## src/rtl/hport_pkg.sv

```systemverilog
package hport_pkg;
  localparam int EN_B     = 2;
  localparam int ENCHG_B  = 3;
  localparam int OC_B     = 4;
  localparam int OCCHG_B  = 5;
  localparam int RES_B    = 6;
  localparam int SUSP_B   = 7;
  localparam int RST_B    = 8;
  localparam int CKSTOP_B = 12;
  localparam int NSTAT    = 2;
  localparam int ST_EN    = 0;
  localparam int ST_OC    = 1;

  typedef struct packed {
    logic ckstop;
    logic rst;
    logic susp;
    logic res;
  } ctl_t;
endpackage

```

## src/rtl/hport_sync.sv

```systemverilog
module hport_sync #(
  parameter int W      = 2,
  parameter int STAGES = 2
) (
  input  logic         clk,
  input  logic         rst,
  input  logic [W-1:0] lvl_i,
  output logic [W-1:0] lvl_o,
  output logic [W-1:0] chg_o
);
  for (genvar g = 0; g < W; g++) begin : g_bit
    logic [STAGES:0] sh;
    always_ff @(posedge clk) begin
      if (rst) sh <= '0;
      else     sh <= {sh[STAGES-1:0], lvl_i[g]};
    end
    assign lvl_o[g] = sh[STAGES-1];
    assign chg_o[g] = sh[STAGES] ^ sh[STAGES-1];
  end
endmodule

```

## src/rtl/hport_flags.sv

```systemverilog
module hport_flags #(
  parameter int W = 2
) (
  input  logic         clk,
  input  logic         rst,
  input  logic [W-1:0] set_i,
  input  logic [W-1:0] clr_i,
  output logic [W-1:0] flag_q
);
  always_ff @(posedge clk) begin
    if (rst) flag_q <= '0;
    else     flag_q <= set_i | (flag_q & ~clr_i);
  end


  set_wins_chk: assert property (@(posedge clk) disable iff (rst)
    (set_i != '0) |=> ((flag_q & $past(set_i)) == $past(set_i)));


  keep_flag_chk: assert property (@(posedge clk) disable iff (rst)
    (clr_i == '0) |=> ((flag_q & $past(flag_q)) == $past(flag_q)));
endmodule

```

## src/rtl/hport_ctl.sv

```systemverilog
module hport_ctl
  import hport_pkg::*;
(
  input  logic clk,
  input  logic rst,
  input  logic wr_i,
  input  ctl_t wd_i,
  input  logic wake_i,
  input  logic disc_i,
  output ctl_t ctl_q,
  output logic phy_susp_q
);
  ctl_t nxt;

  always_comb begin
    nxt = ctl_q;
    if (wr_i) nxt = wd_i;
    if (wake_i) nxt.res = 1'b1;
    if (wake_i || disc_i || (wr_i && (wd_i.rst || wd_i.res))) nxt.susp = 1'b0;
    if (disc_i) nxt.res = 1'b0;
  end

  always_ff @(posedge clk) begin
    if (rst) begin
      ctl_q      <= '0;
      phy_susp_q <= 1'b0;
    end else begin
      ctl_q      <= nxt;
      phy_susp_q <= nxt.susp & nxt.ckstop;
    end
  end


  rst_req_chk: assert property (@(posedge clk) disable iff (rst)
    (wr_i && wd_i.rst) |=> ctl_q.rst);


  wake_susp_chk: assert property (@(posedge clk) disable iff (rst)
    (wake_i || disc_i) |=> !ctl_q.susp);


  wake_res_chk: assert property (@(posedge clk) disable iff (rst)
    (wake_i && !disc_i) |=> ctl_q.res);


  disc_res_chk: assert property (@(posedge clk) disable iff (rst)
    disc_i |=> !ctl_q.res);
endmodule

```

## src/rtl/usb_host_port_ctl.sv

```systemverilog
module usb_host_port_ctl
  import hport_pkg::*;
#(
  parameter int              ADDR_W      = 8,
  parameter int              DATA_W      = 32,
  parameter logic [ADDR_W-1:0] PORT_ADDR = 8'h40,
  parameter int              SYNC_STAGES = 2
) (
  input  logic              clk,
  input  logic              rst,
  input  logic [ADDR_W-1:0] addr,
  input  logic              wr_en,
  input  logic [DATA_W-1:0] wr_data,
  output logic [DATA_W-1:0] rd_data,
  input  logic              wake_i,
  input  logic              disc_i,
  input  logic              ovc_i,
  input  logic              pen_i,
  output logic              drv_reset_o,
  output logic              sof_stop_o,
  output logic              drv_resume_o,
  output logic              phy_susp_o
);
  logic             sel_wr;
  ctl_t             wd_ctl;
  ctl_t             ctl_q;
  logic             phy_susp_q;
  logic [NSTAT-1:0] st_raw, st_lvl, st_chg, st_clr, st_flag;
  logic [DATA_W-1:0] image;
  logic             unused_wbits;

  assign sel_wr = wr_en && (addr == PORT_ADDR);

  assign wd_ctl.ckstop = wr_data[CKSTOP_B];
  assign wd_ctl.rst    = wr_data[RST_B];
  assign wd_ctl.susp   = wr_data[SUSP_B];
  assign wd_ctl.res    = wr_data[RES_B];

  assign unused_wbits = ^{wr_data[DATA_W-1:CKSTOP_B+1], wr_data[CKSTOP_B-1:RST_B+1],
                          wr_data[OC_B], wr_data[EN_B], wr_data[1:0]};

  hport_ctl u_ctl (
    .clk        (clk),
    .rst        (rst),
    .wr_i       (sel_wr),
    .wd_i       (wd_ctl),
    .wake_i     (wake_i),
    .disc_i     (disc_i),
    .ctl_q      (ctl_q),
    .phy_susp_q (phy_susp_q)
  );

  assign st_raw[ST_EN] = pen_i;
  assign st_raw[ST_OC] = ovc_i;

  hport_sync #(.W(NSTAT), .STAGES(SYNC_STAGES)) u_sync (
    .clk   (clk),
    .rst   (rst),
    .lvl_i (st_raw),
    .lvl_o (st_lvl),
    .chg_o (st_chg)
  );

  assign st_clr[ST_EN] = sel_wr & wr_data[ENCHG_B];
  assign st_clr[ST_OC] = sel_wr & wr_data[OCCHG_B];

  hport_flags #(.W(NSTAT)) u_flags (
    .clk    (clk),
    .rst    (rst),
    .set_i  (st_chg),
    .clr_i  (st_clr),
    .flag_q (st_flag)
  );

  always_comb begin
    image           = '0;
    image[CKSTOP_B] = ctl_q.ckstop;
    image[RST_B]    = ctl_q.rst;
    image[SUSP_B]   = ctl_q.susp;
    image[RES_B]    = ctl_q.res;
    image[OCCHG_B]  = st_flag[ST_OC];
    image[OC_B]     = st_lvl[ST_OC];
    image[ENCHG_B]  = st_flag[ST_EN];
    image[EN_B]     = st_lvl[ST_EN];
  end

  always_ff @(posedge clk) begin
    if (rst)                    rd_data <= '0;
    else if (addr == PORT_ADDR) rd_data <= image;
    else                        rd_data <= '0;
  end

  assign drv_reset_o  = ctl_q.rst;
  assign sof_stop_o   = ctl_q.susp;
  assign drv_resume_o = ctl_q.res;
  assign phy_susp_o   = phy_susp_q;


  phy_needs_susp_chk: assert property (@(posedge clk) disable iff (rst)
    phy_susp_o |-> sof_stop_o);


  other_addr_chk: assert property (@(posedge clk) disable iff (rst)
    (addr != PORT_ADDR) |=> (rd_data == '0));
endmodule

```

## config.mk

```make
export PLATFORM = sky130hd
export DESIGN_NAME = usb_host_port_ctl
export DESIGN_NICKNAME = d
export VERILOG_FILES = /design/src/rtl/hport_pkg.sv /design/src/rtl/hport_sync.sv /design/src/rtl/hport_flags.sv /design/src/rtl/hport_ctl.sv /design/src/rtl/usb_host_port_ctl.sv
export SDC_FILE = /design/constraint.sdc
export NUM_CORES = 1
export LEC_CHECK = 0
export ABC_CLOCK_PERIOD_IN_PS = 3350
export CORE_ASPECT_RATIO = 1.75
export CORE_MARGIN = 2
export CORE_UTILIZATION = 35
export CTS_BUF_LIST = sky130_fd_sc_hd__clkbuf_4
export CTS_CLUSTER_SIZE = 25
export DETAILED_ROUTE_END_ITERATION = 10
export DONT_BUFFER_PORTS = 1
export SYNTH_ARGS = -nofsm -noshare
export SYNTH_HDL_FRONTEND = slang
export SYNTH_SLANG_ARGS = --single-unit
```

## constraint.sdc

```tcl
create_clock -name clk -period 3.35 [get_ports clk]
set_input_delay 0 -clock clk [delete_from_list [all_inputs] [get_ports clk]]
set_output_delay 0 -clock clk [all_outputs]
set_load 0.005 [all_outputs]
```

==> results.py, run 1 <==
metrics = {
    "route": {
        "wire_per_inst_um": 11.5,
        "wl_met3_um": 184,
        "wl_met1_um": 544,
        "viasPerCell": 4.49,
        "vias": 610,
        "antenna_left": 0,
        "drc": 0,
        "dr_wl_met2_um": 807,
        "drt_iter0_drc": 11,
        "top_layer": "met4",
        "drtPass1Iterations": 2,
        "drt-total-wl_um": 1560,
    },
    "run": {
        "max-cap-violations": 0,
    },
    "timing": {
        "period_share": 0.677,
        "hold_viol_final": 0,
        "holdWs_ns": 0.00565,
        "fmax_mhz": 441,
        "period_minus_slack_ns": 2.27,
        "final.setup.tns_ns": 0,
        "worst_pin_slew_ns": 0.633,
        "slew_headroom": 0.575,
        "setup_viol": 0,
        "rsz0062_at_grt": "false",
        "slew_viol_final": 0,
        "fin_skew_ns": 0.000489,
    },
    "cells_and_area": {
        "nFillCells": 251,
        "finalNetCount": 158,
        "area_growth_pct": 11.9,
        "n_antenna_cell": 0,
        "utilization": 0.414,
        "drive_gt1_frac": 0.0545,
        "final_common_cell": "conb_1",
        "final_cell_mix": "conb_1, dfxtp_1, dlygate4sd3_1",
    },
    "logic_synthesis": {
        "synth.distinct_cells": 24,
        "ys_ff_latch": 21,
        "synth.avg_cell_area_um2": 9.81,
        "yosysWarnings": 0,
        "netlist_instances": 94,
        "syn_area_um2": 922,
        "yosysSeqAreaShare": 0.456,
    },
    "die": {
        "start_util": 0.370,
        "num_io_pins": 83,
        "core_mm2": 0.00249,
        "die_h_um": 71.9,
        "chipWidth_um": 42.8,
        "die_area_mm2": 0.00308,
        "rows": 24,
    },
    "clocking": {
        "cts_tree": "done",
        "h-tree-depth": 1,
        "cts.sinks": 21,
        "cts_buffers": 3,
        "post_cts_buffers": 0,
        "cts.repair.resized": 0,
        "clk_pin_slew_worst_paths_ns": 0.11,
        "clk_latency_ns": 0.29,
        "cts.path.max_buffers": 2,
        "cts_root_buf": "clkbuf_4",
    },
    "hold_path": {
        "min_path_cells": 2,
        "min-delay-start": "rst",
        "worstHoldPathType": "in2reg",
        "min_to": "rd_data[6]",
    },
    "pwr": {
        "p_per_area_mw_per_mm2": 401,
        "leakagePower_nw": 0.415,
        "max-vdd-ir-drop_v": 0.000124,
        "p_total_mw": 0.414,
    },
    "global_route": {
        "gr-total-overflow": 0,
        "grt_pass1_vias": 574,
        "antenna_found_initial": 0,
        "grt_start_max_net_pins": 14,
        "grt_pass1_wl_um": 2410,
        "track_usage": 0.105,
    },
    "setup_path": {
        "worstReg2RegStart": "u_ctl.ctl_q[0]",
        "rr_endpoint": "u_ctl.ctl_q[0]",
        "criticalPathCategory": "in2reg",
        "crit_path_end_kind": "flip-flop",
        "crit_arrival_ns": 2.51,
        "critPathMaxFanout": 13,
        "cp.required_ns": 3.59,
        "cp-start-kind": "input port",
        "rr_worst_depth": 3,
        "r2r_setup_slack_ns": 2.08,
    },
    "placed_design": {
        "place_congestion": 0.730,
        "hpwl_um": 1170,
        "port_buffers": 0,
    },
    "status": {
        "status": "complete, no violations",
    },
}
## cells in the mapped netlist
library cell | n | area (um^2)
buf_4 | 24 | 180
dfxtp_1 | 21 | 420
and2_1 | 8 | 50.1
nor2b_1 | 6 | 37.5
mux2i_1 | 4 | 40.0
nand2b_1 | 4 | 25.0
nand2_1 | 3 | 11.3
a21oi_1 | 2 | 10.0
clkbuf_1 | 2 | 7.51
nand3_1 | 2 | 10.0
nor2_1 | 2 | 7.51
nor3_1 | 2 | 10.0
o31ai_1 | 2 | 15.0
xnor2_1 | 2 | 17.5
a211oi_1 | 1 | 7.51
buf_6 | 1 | 11.3
conb_1 | 1 | 3.75
inv_1 | 1 | 3.75
nand4_1 | 1 | 6.26
nor3_2 | 1 | 10.0
o32ai_1 | 1 | 8.76
or4_1 | 1 | 7.51
or4_4 | 1 | 11.3
or4b_1 | 1 | 10.0
## critical path, stage by stage
cell and delay, ns:
dlygate4sd3_1 0.71, nor3_1 0.42, nand4_1 0.13, dlygate4sd3_1 0.58, mux2i_1 0.12, dlygate4sd3_1 0.55
## registers in the layout (all words and copies together), names as in the netlist
signal / count
rd_data: 8
u_sync.g_bit.sh: 6
u_ctl.ctl_q: 4
u_flags.flag_q: 2
u_ctl.phy_susp_q: 1
## routing by layer
layer | GRT usage | vias up
li1 | - | 291
met1 | 0.102 | 275
met2 | 0.187 | 42
met3 | 0.0249 | 2
met4 | 0.0729 | 0
met5 | 0 | -
## what timing repair did
| action | CTS | global route |
|---|---|---|
| hold buffers | 16 | 0 |
| hold endpoints to repair | 13 | 0 |
| setup endpoints to repair | 0 | 0 |
## worst max-delay path by stage
stage	to	cells after the start	startpoint	slack (ns)
floorplan	u_ctl.ctl_q[0]	4	addr[1]	1.92
global placement	rd_data[2]	3	addr[7]	1.86
detailed placement	rd_data[3]	3	addr[7]	1.83
CTS	u_ctl.phy_susp_q	6	rst	1.09
global route	u_ctl.phy_susp_q	6	rst	0.89
finish	u_ctl.phy_susp_q	6	rst	1.08
## power by group
part	internal (mW)	leakage [nW]	switching, mW
Clock	0.0544	0.0184	0.0690
Combinational	0.0165	0.226	0.0169
Sequential	0.255	0.171	0.00262
Total	0.326	0.415	0.0886
## through the flow
step	instance area (um^2)	cells	setup slack [ns]
floorplan	1010	117	1.92
global placement	842	116	1.86
detailed placement	842	116	1.83
CTS	1030	136	1.09
global route	1030	136	0.891
finish	1030	136	1.08
## cell type report
class	count	area [um^2]	share of cell area
Sequential cell	21	420	0.407
Multi-Input combinational cell	68	385	0.373
Timing Repair Buffer	16	160	0.155
Tap cell	26	32.5	0.0315
Clock buffer	4	30.0	0.0291
Inverter	1	3.75	0.00364
## logic make-up (layout without fill, tap and decap cells)
kind of cell | count (synthesis) | after routing | synth area share
compound gates | 6 | 6 | 0.0448
xor+xnor | 2 | 2 | 0.0190
buf+inv | 28 | 21 | 0.220
flops | 21 | 21 | 0.456
mux | 4 | 4 | 0.0434
other cells | 1 | 24 | 0.00407
simple gates | 32 | 32 | 0.213
Power figures use the tool's default switching activity.
==> run 2: changes to the inputs <==
- ABC_AREA: not set -> 1
- ABC_CLOCK_PERIOD_IN_PS: 3350 -> 1980
- clock period: 3.35 -> 1.98 ns (I/O delays scaled with it)
==> results.py, run 2 <==
metrics = {
    "clocking": {
        "clk_pin_slew_worst_paths_ns": 0.11,
        "cts_buffers": 3,
        "cts_tree": "done",
        "clk_latency_ns": 0.29,
        "cts.repair.resized": 0,
        "h-tree-depth": 1,
        "cts_root_buf": "clkbuf_4",
        "cts.path.max_buffers": 2,
        "hold_buffers": 12,
        "cts.sinks": 21,
        "post_cts_buffers": 0,
    },
    "logic_synthesis": {
        "synth_top_area_cell": "dfxtp_1",
        "synth_top_area_share": 0.451,
        "synth.distinct_cells": 14,
        "yosysSeqAreaShare": 0.451,
        "synth_flop_cell": "dfxtp_1",
        "synthTopCellsByArea": "dfxtp_1, buf_4, inv_1",
        "synth.avg_cell_area_um2": 7.64,
        "post-synth-top-count-cell": "buf_4",
        "synthTopCellsByCount": "buf_4, inv_1, nor2_1, dfxtp_1, nand2_1",
        "synth-edff-count": 0,
        "synth_xor_area_frac": 0.0188,
        "ys_ff_latch": 21,
        "yosys.area_share.simple": 0.220,
        "netlist_instances": 122,
        "postSynth.asyncResetShare": 0,
        "synth_compound_area_frac": 0.0161,
        "synthMuxAreaShare": 0,
        "yosysWarnings": 0,
        "syn_area_um2": 932,
        "synth_fa_ha_area_frac": 0,
        "synth_top_family_by_area": "buffers and inverters",
    },
    "timing": {
        "setup_viol": 0,
        "slew_viol_final": 0,
        "period_minus_slack_ns": 1.33,
        "slew_headroom": 0.644,
        "final.setup.tns_ns": 0,
        "fmax_mhz": 753,
        "fin_skew_ns": 0.00142,
        "hold_viol_final": 0,
        "period_share": 0.671,
        "worst_pin_slew_ns": 0.532,
        "rsz0062_at_grt": "false",
    },
    "setup_path": {
        "cp.required_ns": 2.17,
        "crit_arrival_ns": 1.52,
        "crit_path_end_kind": "flip-flop",
        "setup.worst_path.start": "rst",
        "worstReg2RegStart": "u_sync.g_bit[0].sh[1]",
        "criticalPathCategory": "in2reg",
        "critPathMaxFanout": 14,
        "cp-start-kind": "input port",
    },
    "cells_and_area": {
        "multi_input_area_um2": 328,
        "final_cell_area_mm2": 0.00101,
        "reg_top3": "rd_data (8), u_sync.g_bit.sh (6), u_ctl.ctl_q (4)",
        "largest_reg_flops": 8,
        "n_antenna_cell": 0,
        "regArea_um2": 420,
        "final_cell_mix": "conb_1, inv_1, nor2_1",
        "nFillCells": 284,
        "final_common_cell": "conb_1",
        "finalNetCount": 184,
        "area_growth_pct": 8.86,
        "drive_gt1_frac": 0.0368,
        "top_register": "rd_data",
    },
    "route": {
        "drtPass1Iterations": 4,
        "drc": 0,
        "drt-total-wl_um": 1630,
        "antenna_left": 0,
        "drt_iter0_drc": 11,
        "viasPerCell": 4.22,
        "vias": 684,
        "wire_per_inst_um": 10.1,
    },
    "die": {
        "core_mm2": 0.00252,
        "chipWidth_um": 43.0,
        "num_io_pins": 83,
        "rows": 24,
        "start_util": 0.370,
        "die_area_mm2": 0.00311,
        "die_h_um": 72.3,
    },
    "pwr": {
        "max-vdd-ir-drop_v": 0.000218,
        "p_per_area_mw_per_mm2": 676,
        "leakagePower_nw": 0.483,
    },
    "hold_path": {
        "worstHoldPathType": "in2reg",
        "min-delay-start": "addr[7]",
    },
    "run": {
        "max-cap-violations": 0,
    },
    "placed_design": {
        "hpwl_um": 1220,
        "place_congestion": 0.748,
        "port_buffers": 0,
        "postPlaceCellArea_um2": 867,
    },
    "global_route": {
        "gr-total-overflow": 0,
        "grt_pass1_vias": 646,
        "grt_pass1_wl_um": 2570,
        "grt_start_max_net_pins": 15,
        "track_usage": 0.110,
        "antenna_found_initial": 0,
    },
    "status": {
        "status": "complete, no violations",
    },
}
[run 2: power breakdown]
group          switching (mW)  internal [mW]  leakage, nW
registers             0.00442          0.431        0.171
clock network           0.117         0.0750       0.0177
logic                  0.0323         0.0265        0.295
[run 2: cell type report]
| type | count | area share |
|---|---|---|
| clock inverters | 1 | 0.00493 |
| multi-input cells | 76 | 0.323 |
| flip-flops and latches | 21 | 0.414 |
| clock buffers | 3 | 0.0222 |
| well taps | 26 | 0.0321 |
| inverters | 23 | 0.0851 |
| repair buffers | 12 | 0.118 |
[run 2: critical path, stage by stage]
cell and delay (ns):
dlygate4sd3_1 0.87, a21oi_1 0.07, dlygate4sd3_1 0.57
[run 2: logic make-up (layout without fill, tap and decap cells)]
| kind of cell | after synthesis | count (layout) |
|---|---|---|
| buf+inv | 48 | 39 |
| compound gates | 3 | 3 |
| xor+xnor | 2 | 2 |
| simple gates | 47 | 47 |
| flops | 21 | 21 |
| other cells | 1 | 24 |
[run 2: stage by stage]
step / power, mW / setup slack [ns] / util / std cells / hold slack, ns
2_1_floorplan: 0.512 / 1.30 / - / 145 / 0.0776
3_3_place_gp: 0.478 / 1.20 / 0.344 / 146 / 0.0723
3_5_place_dp: 0.479 / 1.17 / 0.344 / 146 / 0.0746
4_1_cts: 0.695 / 0.665 / 0.402 / 162 / 0.0342
5_1_grt: 0.729 / 0.623 / 0.402 / 162 / 0.0363
6_report: 0.686 / 0.651 / 0.402 / 162 / 0.0518
[run 2: layer usage]
metal,global-route usage,up-vias,share of wire
met5,0,-,0
met4,0.0572,0,0.0074
met3,0.0249,2,0.094
met2,0.219,41,0.60
met1,0.0960,303,0.30
li1,-,338,-
[run 2: worst paths after layout]
kind                                         endpoint  slack, ns  cells past startpoint
worst max-delay path                u_flags.flag_q[0]       0.65                      3
worst max register to register      u_flags.flag_q[0]       0.75                      3
worst min register to register  u_sync.g_bit[0].sh[1]       0.41                      2
worst min-delay path                       rd_data[4]       0.05                      5
